**src/rtl/rx_ring_pkg.sv**
```systemverilog
package rx_ring_pkg;
  localparam int CFG_W = 32;
  localparam logic [CFG_W-1:0] CFG_KEEP = 32'hC0F3_3FF0;
  localparam int MODE_LO = 30;
  localparam int SIZE_LO = 20;
  localparam int BUF_LO  = 16;
  localparam int DEST_LO = 12;
  localparam int TO_LO   = 4;
  localparam int IDLE_BIT = 24;

  localparam logic [1:0] MODE_NORMAL = 2'b10;
  localparam logic [1:0] MODE_PAUSE  = 2'b01;
  localparam logic [1:0] DEST_HOST   = 2'b01;

  typedef struct packed {
    logic advance;
    logic arm;
    logic fireIrq;
  } ctlStrobes_t;

  typedef struct packed {
    logic modeNormal;
    logic modePause;
    logic room;
    logic irqHost;
    logic toZero;
    logic timerExpire;
  } dpStatus_t;
endpackage

```
**src/rtl/rx_ring_dp.sv**
```systemverilog
module rx_ring_dp
  import rx_ring_pkg::*;
#(
  parameter int IDX_W   = 12,
  parameter int MIN_LOG = 5,
  parameter int TO_W    = 8
) (
  input  logic              clk,
  input  logic              rstN,
  input  logic              cfgWrEn,
  input  logic [CFG_W-1:0]  cfgWrData,
  input  logic              hostIdxWrEn,
  input  logic [IDX_W-1:0]  hostIdxWrData,
  input  logic              unitTick,
  input  ctlStrobes_t       strb,
  output dpStatus_t         stat,
  output logic [CFG_W-1:0]  cfgQ,
  output logic [14:0]       bufBytes,
  output logic              statusValid,
  output logic [IDX_W-1:0]  fillIdx,
  output logic              irqPulse
);
  localparam int MAX_LOG = IDX_W;
  localparam int LOG_W   = $clog2(MAX_LOG + 1);

  logic [IDX_W-1:0] hostIdxQ;
  logic [TO_W-1:0]  timerCnt;
  logic             timerRun;

  logic [3:0]       sizeCode;
  logic [LOG_W-1:0] logSz;
  logic [IDX_W:0]   sizeOne;
  logic [IDX_W:0]   sizeMinus;
  logic [IDX_W-1:0] idxMask;
  logic [IDX_W-1:0] producer;
  logic [TO_W-1:0]  timeoutVal;
  logic [1:0]       modeF;
  logic [2:0]       bufCodeP1;

  assign sizeCode = cfgQ[SIZE_LO +: 4];
  always_comb begin
    if (int'(sizeCode) < MIN_LOG)      logSz = LOG_W'(MIN_LOG);
    else if (int'(sizeCode) > MAX_LOG) logSz = LOG_W'(MAX_LOG);
    else                               logSz = LOG_W'(sizeCode);
  end
  assign sizeOne   = {{IDX_W{1'b0}}, 1'b1} << logSz;
  assign sizeMinus = sizeOne - 1'b1;
  assign idxMask   = sizeMinus[IDX_W-1:0];
  assign producer  = hostIdxQ & idxMask & ~IDX_W'(7);

  assign modeF      = cfgQ[MODE_LO +: 2];
  assign timeoutVal = cfgQ[TO_LO +: TO_W];
  assign bufCodeP1  = {1'b0, cfgQ[BUF_LO +: 2]} + 3'd1;
  assign bufBytes   = {bufCodeP1, 12'b0};

  assign stat.modeNormal  = (modeF == MODE_NORMAL);
  assign stat.modePause   = (modeF == MODE_PAUSE);
  assign stat.room        = ((fillIdx & idxMask) != producer);
  assign stat.irqHost     = (cfgQ[DEST_LO +: 2] == DEST_HOST);
  assign stat.toZero      = (timeoutVal == '0);
  assign stat.timerExpire = timerRun && unitTick && (timerCnt == TO_W'(1));

  always_ff @(posedge clk) begin
    if (!rstN) begin
      cfgQ        <= '0;
      hostIdxQ    <= '0;
      fillIdx     <= '0;
      statusValid <= 1'b0;
      irqPulse    <= 1'b0;
      timerCnt    <= '0;
      timerRun    <= 1'b0;
    end else begin
      if (cfgWrEn)     cfgQ     <= cfgWrData & CFG_KEEP;
      if (hostIdxWrEn) hostIdxQ <= hostIdxWrData;
      if (strb.advance) fillIdx <= (fillIdx + 1'b1) & idxMask;
      statusValid <= strb.advance;
      irqPulse    <= strb.fireIrq;
      if (strb.arm && (!timerRun || stat.timerExpire)) begin
        timerCnt <= timeoutVal;
        timerRun <= 1'b1;
      end else if (timerRun && unitTick) begin
        if (timerCnt == TO_W'(1)) timerRun <= 1'b0;
        timerCnt <= timerCnt - 1'b1;
      end
    end
  end
endmodule

```
**src/rtl/rx_ring_ctl.sv**
```systemverilog
module rx_ring_ctl
  import rx_ring_pkg::*;
(
  input  logic        clk,
  input  logic        rstN,
  input  logic        frameStart,
  input  logic        frameDone,
  input  dpStatus_t   stat,
  output ctlStrobes_t strb,
  output logic        bufAvail,
  output logic        chanIdle
);
  logic busy;
  logic running;
  logic startOk;
  logic doneOk;

  assign running  = stat.modeNormal || stat.modePause;
  assign bufAvail = stat.modeNormal && stat.room && !busy;
  assign startOk  = bufAvail && frameStart;
  assign doneOk   = busy && frameDone && running;
  assign chanIdle = !busy && !stat.modeNormal;

  assign strb.advance = doneOk;
  assign strb.arm     = doneOk && stat.irqHost && !stat.toZero;
  assign strb.fireIrq = stat.irqHost &&
                        ((doneOk && stat.toZero) || stat.timerExpire);

  always_ff @(posedge clk) begin
    if (!rstN)        busy <= 1'b0;
    else if (!running) busy <= 1'b0;
    else if (doneOk)   busy <= 1'b0;
    else if (startOk)  busy <= 1'b1;
  end
endmodule

```
**src/rtl/rx_ring_index_ctrl.sv**
```systemverilog
module rx_ring_index_ctrl
  import rx_ring_pkg::*;
#(
  parameter int IDX_W   = 12,
  parameter int MIN_LOG = 5,
  parameter int TO_W    = 8
) (
  input  logic              clk,
  input  logic              rstN,
  input  logic              cfgWrEn,
  input  logic [31:0]       cfgWrData,
  input  logic              hostIdxWrEn,
  input  logic [IDX_W-1:0]  hostIdxWrData,
  input  logic              unitTick,
  input  logic              frameStart,
  input  logic              frameDone,
  output logic [31:0]       cfgRdData,
  output logic [14:0]       bufBytes,
  output logic              bufAvail,
  output logic              statusValid,
  output logic [IDX_W-1:0]  statusIdx,
  output logic              irqPulse,
  output logic [31:0]       rxStatusWord
);
  ctlStrobes_t strb;
  dpStatus_t   stat;
  logic        chanIdle;

  rx_ring_dp #(.IDX_W(IDX_W), .MIN_LOG(MIN_LOG), .TO_W(TO_W)) u_dp (
    .clk(clk), .rstN(rstN),
    .cfgWrEn(cfgWrEn), .cfgWrData(cfgWrData),
    .hostIdxWrEn(hostIdxWrEn), .hostIdxWrData(hostIdxWrData),
    .unitTick(unitTick), .strb(strb), .stat(stat),
    .cfgQ(cfgRdData), .bufBytes(bufBytes),
    .statusValid(statusValid), .fillIdx(statusIdx), .irqPulse(irqPulse)
  );

  rx_ring_ctl u_ctl (
    .clk(clk), .rstN(rstN),
    .frameStart(frameStart), .frameDone(frameDone),
    .stat(stat), .strb(strb),
    .bufAvail(bufAvail), .chanIdle(chanIdle)
  );

  assign rxStatusWord = 32'(chanIdle) << IDLE_BIT;
endmodule

```
**config.mk**
```make
export PLATFORM = sky130hd
export DESIGN_NAME = rx_ring_index_ctrl
export DESIGN_NICKNAME = d
export VERILOG_FILES = /design/src/rtl/rx_ring_pkg.sv /design/src/rtl/rx_ring_dp.sv /design/src/rtl/rx_ring_ctl.sv /design/src/rtl/rx_ring_index_ctrl.sv
export SDC_FILE = /design/constraint.sdc
export NUM_CORES = 1
export LEC_CHECK = 0
export BUFFER_PORTS_ARGS = -buffer_cell sky130_fd_sc_hd__buf_2
export CAP_MARGIN = 20
export CELL_PAD_IN_SITES_DETAIL_PLACEMENT = 1
export CELL_PAD_IN_SITES_GLOBAL_PLACEMENT = 1
export CORE_ASPECT_RATIO = 0.8
export CORE_UTILIZATION = 25
export CTS_BUF_LIST = sky130_fd_sc_hd__clkbuf_16
export DETAILED_ROUTE_END_ITERATION = 8
export PLACE_DENSITY_LB_ADDON = 0.08
export SYNTH_ARGS = -nofsm -noshare
export SYNTH_HDL_FRONTEND = slang
export SYNTH_HIERARCHICAL = 1
export SYNTH_SLANG_ARGS = --single-unit
```
**constraint.sdc**
```tcl
create_clock -name clk -period 3.8 [get_ports clk]
set_input_delay 0.38 -clock clk [delete_from_list [all_inputs] [get_ports clk]]
set_output_delay 0.38 -clock clk [all_outputs]
set_load 0.005 [all_outputs]
```
Yosys cells after proc, flatten, opt, wreduce, memory -nomap -nowiden
Index checks and enable logic that the tools add are counted.
- memory bits (writable): 0
- word-level logic and storage cells: 57
- bits in latches: 0
- memories: 0
- memory bits (read-only): 0
- register bits: 54
- equality and inequality tests: 5
- multiply operators: 0
- shifts and indexed selects: 1
- reduce and logical (&&, ||, !) cells: 25
- $lt $le $gt $ge: 2
- bitwise operators: 5
- mux-type cells: 7
- add/sub/neg operators: 4
- div/mod/pow operators: 0
- operators by type and width (operator ; number):
    12-bit AND ; 3
    8-bit two-way mux ; 2
    1-bit logical AND ; 13
    12-bit by 1-bit adder with 12-bit output (second input constant) ; 1
    12-bit inequality test ; 1
    1-bit by 4-bit << shifter with 12-bit output (first input constant) ; 1
    12-bit by 1-bit subtractor with 12-bit output (second input constant) ; 1
    8-bit by 1-bit == test with 1-bit output (second input constant) ; 1
    8-bit logical NOT ; 1
    4-bit two-way mux ; 2
    8-bit by 1-bit subtractor with 8-bit output (second input constant) ; 1
    2-bit by 1-bit == test with 1-bit output (second input constant) ; 2
    4-bit > comparator (second input constant) ; 1
    1-bit logical NOT ; 4
    4-bit by 3-bit less-than comparator with 1-bit output (second input constant) ; 1
    2-bit nonzero test ; 2
    2-bit by 1-bit adder with 3-bit output (second input constant) ; 1
    1-bit logical OR ; 3
    1-bit two-way mux ; 3
    3-bit OR reduction ; 1
    2-bit == test (second input constant) ; 1
    1-bit NOT ; 2
    2-bit AND reduction ; 1

Logic depth before layout (Yosys ltp)
Gate-level depths: netlist (run 1).
- word-level depth: 10
- depth in mapped cells: 9
- gate-level depth less buffers: 7

Cells and area by module
The synthesis (run 1) kept the hierarchy.
- by module, submodules not included (module ; area an instance (µm²) ; times used ; cells each ; sequential area each (µm²)):
    rx_ring_dp ; 2620.0 ; 1 ; 299 ; 1001.0
    rx_ring_index_ctrl ; 244.0 ; 1 ; 33 ; 0.0
    rx_ring_ctl ; 105.1 ; 1 ; 15 ; 20.0

Worst setup path after synthesis (run 1)
Ideal clock, no wire load.
- path kind: reg2reg
- start point: reg u_dp.cfgQ[31]
- end point: reg u_dp.timerCnt[4]
- data arrival time: 1.742 ns
- setup slack: 1.925 ns
- buffers on the path: 1
- cell stages (with the launch flop): 9
- required time: 3.667 ns
- period minus slack after synthesis: 1.875 ns
- cell sequence: dfxtp_1 > nor2b_1 > o211ai_2 > nor3b_2 > buf_2 > nand3b_1 > o31a_2 > a31oi_1 > a31oi_1
- RTL lines (element ; line ; text):
    start: declaration ; rx_ring_dp.sv:17 ; output logic [CFG_W-1:0] cfgQ,
    start signal: assignment ; rx_ring_dp.sv:73 ; if (cfgWrEn) cfgQ <= cfgWrData & CFG_KEEP;
    end signal: assignment ; rx_ring_dp.sv:79 ; timerCnt <= timeoutVal;
    end signal: assignment ; rx_ring_dp.sv:83 ; timerCnt <= timerCnt - 1'b1;
    end: declaration ; rx_ring_dp.sv:27 ; logic [TO_W-1:0] timerCnt;

==> results of run 1 <==
[cell usage in the layout, fill, tap and decap left out, types with 3 or more instances in the layout]
cell       instances
buf_2             70
conb_1            59
dfxtp_1           51
nor2_1            40
mux2i_1           27
xor2_1            18
nand2_1           17
a21oi_1           11
nand3_1           10
inv_1              9
o21ai_0            8
nor3_1             8
a211oi_1           7
a31oi_1            6
xnor2_1            6
clkbuf_16          5
and3_1             5
nor2b_1            5
ha_1               5
nand4_1            4
and2_1             3
or4_1              3
[flip-flops by register name, indices dropped and copies added, names as in the netlist]
register          count
u_dp/hostIdxQ         9
u_dp/irqPulse         1
u_dp/fillIdx         12
u_dp/cfgQ            18
u_ctl/busy            1
u_dp/statusValid      1
u_dp/timerCnt         8
u_dp/timerRun         1
[final cells by class]
cell class                 count  area [um^2]  area share, %
timing repair buffer          70        350.3          10.42
clock buffer                   5        125.1          3.723
multi-input combinational    269         1623          48.29
clock inverter                 3        18.77         0.5585
sequential                    51         1021          30.38
tap                          148        185.2          5.510
inverter                      10        37.54          1.117
[worst max-delay path: stages, from the launching register on]
cell	delay [ns]
dfxtp_1	0.39
nor2b_1	0.37
o211ai_2	0.19
nor3b_2	0.52
nand3b_1	0.20
o31a_2	0.35
a31oi_1	0.22
a31oi_1	0.10
[where the power goes]
part,switching (uW),internal (uW)
sequential,21.9,551
clock,213,245
combinational,68.2,50.3
total,303,846
[cells by family after synthesis]
kind of cell | count (synthesis)
AOI/OAI and AO/OA | 47
other | 3
muxes | 27
xor gates and xnor gates | 24
buffers and inverters | 83
DFF | 51
and+or+nand+nor | 107
adders and majority gates | 5
[final timing paths]
check | slack (ns) | endpoint | cells past startpoint
worst max register to register | 1.29 | u_dp/timerCnt[4] | 7
worst max-delay path | 1.29 | u_dp/timerCnt[4] | 7
worst min-delay path | 0.32 | u_dp/cfgQ[5] | 3
worst min register to register | 0.52 | u_dp/hostIdxQ[6] | 2
[stage by stage]
step / utilization, % / power (uW) / instance area (um^2) / worst slack [ns] / std cells
finish: 29.07 / 1149 / 3361 / 1.289 / 556
global route: 29.07 / 1213 / 3361 / 1.049 / 556
CTS: 29.07 / 1172 / 3361 / 1.277 / 556
detailed placement: 27.82 / 704.9 / 3217 / 1.307 / 548
global placement: 27.82 / 702.7 / 3217 / 1.366 / 548
floorplan: - / 695.3 / 3179 / 1.925 / 403
[metal layers]
layer	vias to the layer above	routed length [um]	GRT usage (%)
met5	-	0	0
met2	88	3314	20.21
met4	0	51	2.780
met1	1133	4226	20.38
li1	1192	-	-
met3	2	460	3.039
==> out/metrics.csv, run 1 <==
metric,value,unit
max_cap viols,0,
initial core utilization,25.68,%
Filler Cells Inserted,1411,
vias in the first global route,2408,
Fin Hold WS,0.3208,ns
status,finished clean,
# setup viols final,0,
H-tree Lvls,2,
main combinational cell family by area after synthesis,buffers and inverters,
post-synthesis simple-gate area fraction,17.95,%
Clock Skew,0.004115,ns
"CTS clk-pin slew, worst paths",0.07,ns
most frequent cell after synthesis,buf_4,
I/O Pins,145,
die area,12320,um^2
pin count of the biggest net entering global routing,47,
number of synthesized flops with an enable pin,0,
final hold vios,0,
"wirelength, routed",8051,um
Crit Path Class,flip-flop to flip-flop,
CTS buffer count,5,
worst reg2reg path startpoint,u_dp/cfgQ[31],
post-CTS resize count,0,
Avg Inst Size Synth,8.556,um^2
Slew HR,39.45,%
Synth Area in XOR/XNOR,7.080,%
share of layout cells above drive strength 1,21.32,%
highest clock rate,0.3983,GHz
CP endpoint kind,flip-flop,
"Max FO, Critical Path",8,
Worst Path Required,3.94,ns
period utilization,66.07,%
ANT nets after route,0,
synth cell count leaders,"buf_4 (59), dfxtp_1 (51), nor2_1 (40)",
critical path data arrival time,2.65,ns
antenna cells,0,
Fin Setup TNS,0,ns
hold buffers post-CTS,0,
DR iter-0 viols,68,
DRC Markers,0,
global-route wire length before repair,12990,um
"Area growth, synth to finish",13.19,%
clock latency on the worst-skew pair,0.29,ns
min-delay src,cfgWrData[5],
min cycle time layout,2.511,ns
Yosys reg bits,51,
post-CTS setup buffers,0,
DIE HEIGHT,99.48,um
worst slew pin tran,0.9069,ns
Post-Synthesis Cells,347,
P_leak,0.001549,uW
"area leader, netlist",dfxtp_1,
post-synth top area share,34.39,%
Die W,123.8,um
RSZ-0062 raised after global routing,no,
Critical Path Start Type,flip-flop,
CTS tree,built,
YS warnings,6,
Total GRT Usage,13.78,%
dpl hpwl,6072,um
maximum VDD drop,0.1841,mV
mux contribution to synthesized area,9.102,%
IO Port Bufs,70,
Adder-Cell Fraction of Synth Area,2.107,%
CTS root buffer,clkbuf_16,
post-DR vias/cell,4.344,
Max clock buf depth,2,
Core ar.,11560,um^2
prevailing post-synth register cell,dfxtp_1,
antenna violations before repair,0,
Worst setup startpoint,u_dp/cfgQ[31],
vias,2415,
Initial DRT Pass Iterations,4,
Nets,463,
synthesized area,2969,um^2
Yosys cell types,45,
Max Slew Vio Count,0,
gr ovfl total,0,
post-synthesis compound-gate area fraction,10.96,%
ys async rst share,0,%
post-synthesis sequential area ratio,34.39,%
Rows,35,
wire length per cell,14.48,um
PD cells,341.9,nW/um^2
Min-Delay Path Class,input port to flip-flop,
ranking of synthesized cells by area,"dfxtp_1 (34%), buf_4 (15%), mux2i_1 (9.1%)",
gpl congestion,0.7255,
clk sinks,51,
Power figures use the tool's default switching activity.
==> run 2, diff against run 1 <==
==> constraint.sdc (replaced) <==
create_clock -name clk -period 2.55 [get_ports clk]
set_input_delay 0.255 -clock clk [delete_from_list [all_inputs] [get_ports clk]]
set_output_delay 0.255 -clock clk [all_outputs]
set_load 0.005 [all_outputs]
==> out/metrics.csv, run 2 (synthesized netlist as in run 1, its figures left out) <==
metric,value,unit
Worst path slowest cell,or4_1,
Critical Path Start Type,flip-flop,
status,finished clean,
vias in the first global route,2218,
vias,2438,
hold buffers post-CTS,0,
DRC Markers,0,
Crit path buffers/inverters,1,
sw frac,26.66,%
P_leak,0.001569,uW
Initial DRT Pass Iterations,4,
"Area growth, synth to finish",14.50,%
"CTS clk-pin slew, worst paths",0.08,ns
Max clock buf depth,2,
period utilization,90.43,%
antenna violations before repair,0,
gr ovfl total,0,
max_cap viols,0,
top cell family by delay on the critical path,simple AND/OR/NAND/NOR gates,
Rows,35,
biggest regs,"u_dp/cfgQ (18), u_dp/fillIdx (12), u_dp/hostIdxQ (9)",
initial core utilization,25.68,%
I/O Pins,145,
Max Slew Vio Count,0,
Hold Crit Endpoint,u_dp/hostIdxQ[11],
CP endpoint kind,output pin,
clock network power share,40.0,%
antenna cells,0,
min-delay src,hostIdxWrData[11],
Min-Delay Path Class,input port to flip-flop,
NetSw,458.6,uW
Nets,468,
# setup viols final,0,
Fin Hold WS,0.1881,ns
share of layout cells above drive strength 1,22.03,%
Total GRT Usage,13.27,%
sequential share of power,49.7,%
critical path data arrival time,2.05,ns
post-route cell area,3400,um^2
Fin Setup TNS,0,ns
gpl congestion,0.7390,
max FFs per register,18,
maximum VDD drop,0.2569,mV
pin count of the biggest net entering global routing,29,
Worst Path Required,2.30,ns
Die W,123.8,um
RSZ-0062 raised after global routing,no,
Reg2Reg Setup Slack,0.49,ns
PD cells,506.0,nW/um^2
"commonest non-fill, non-tap cells in the layout","buf_2 (70), conb_1 (59), dfxtp_1 (51), nor2_1 (40), mux2i_1 (27)",
Crit Path Class,flip-flop to output pin,
global-route wire length before repair,12290,um
"slowest stage delay, CP",0.53,ns
post-CTS setup buffers,0,
"wirelength, routed",7967,um
Comb pwr share,10.4,%
ANT nets after route,0,
highest clock rate,0.4336,GHz
Most common cell on crit path,o2111ai_1,
FF-to-FF path depth,8,
die area,12320,um^2
worst r2r dst,u_dp/fillIdx[10],
clk sinks,51,
CTS buffer count,5,
CTS tree,built,
P_int,1262,uW
"Max FO, Critical Path",6,
Core ar.,11560,um^2
post-DR vias/cell,4.346,
clock latency on the worst-skew pair,0.30,ns
crit-path cells,and2_1 -> o2111ai_1 -> o2111ai_1 -> or4_1 -> nand2_1 -> nor2_1 -> buf_2,
"Most flops, register",u_dp/cfgQ,
CTS root buffer,clkbuf_16,
"most common cell after layout, fill and taps aside",buf_2,
post-CTS resize count,0,
DR iter-0 viols,52,
"Cell Area, Placed",3254,um^2
Slew HR,61.14,%
min cycle time layout,2.306,ns
DIE HEIGHT,99.48,um
IO Port Bufs,70,
H-tree Lvls,2,
worst hold path depth,3,
wire length per cell,14.20,um
final hold vios,0,
Clock Skew,0.009430,ns
worst slew pin tran,0.5784,ns
dpl hpwl,6092,um
worst reg2reg path startpoint,u_dp/cfgQ[31],
-- run 2: worst max-delay path by stage --
stage                             to  slack (ns)  depth (start not counted)     startpoint
global placement    u_dp/fillIdx[10]        0.52                          8  u_dp/cfgQ[30]
detailed placement  u_dp/fillIdx[10]        0.48                          8  u_dp/cfgQ[31]
floorplan           u_dp/timerCnt[4]        0.68                          8  u_dp/cfgQ[31]
finish                      bufAvail        0.24                          7  u_dp/cfgQ[20]
CTS                         bufAvail        0.21                          7  u_dp/cfgQ[20]
global route                bufAvail        0.09                          7  u_dp/cfgQ[21]
-- run 2: routing by layer --
metal	track usage [%]	share of wire [%]
met1	19.24	51
met2	19.40	42
met5	0	0
met3	3.211	6.1
met4	3.336	0.94
-- run 2: power by group through the flow --
stage          combinational, uW  sequential [uW]  clock (uW)
2_1_floorplan                176              860           0
3_3_place_gp                 177              873           0
3_5_place_dp                 180              873           0
4_1_cts                      180              855         727
5_1_grt                      207              859         750
6_report                     178              854         688
-- run 2: layout make-up --
cell class / count / area [um^2]
fillers: 1420 / 8162
multi-input cells: 269 / 1623
flip-flops and latches: 51 / 1021
repair buffers: 75 / 387.9
well taps: 148 / 185.2
clock buffers: 5 / 125.1
inverters: 10 / 37.54
clock inverters: 3 / 20.02
-- run 2: metrics by stage --
stage               cells  total power, uW  setup slack, ns  utilization, %
floorplan             403             1036           0.6754               -
global placement      553             1050           0.5248           28.15
detailed placement    553             1053           0.4798           28.15
CTS                   561             1763           0.2084           29.40
global route          561             1816          0.09326           29.40
finish                561             1720           0.2439           29.40
-- run 2: tightest hold or removal path, delay by kind of cell --
family	cells	cell delay (ns)
simple gates	1	0.07
mux	1	0.06
buf+inv	1	0.07
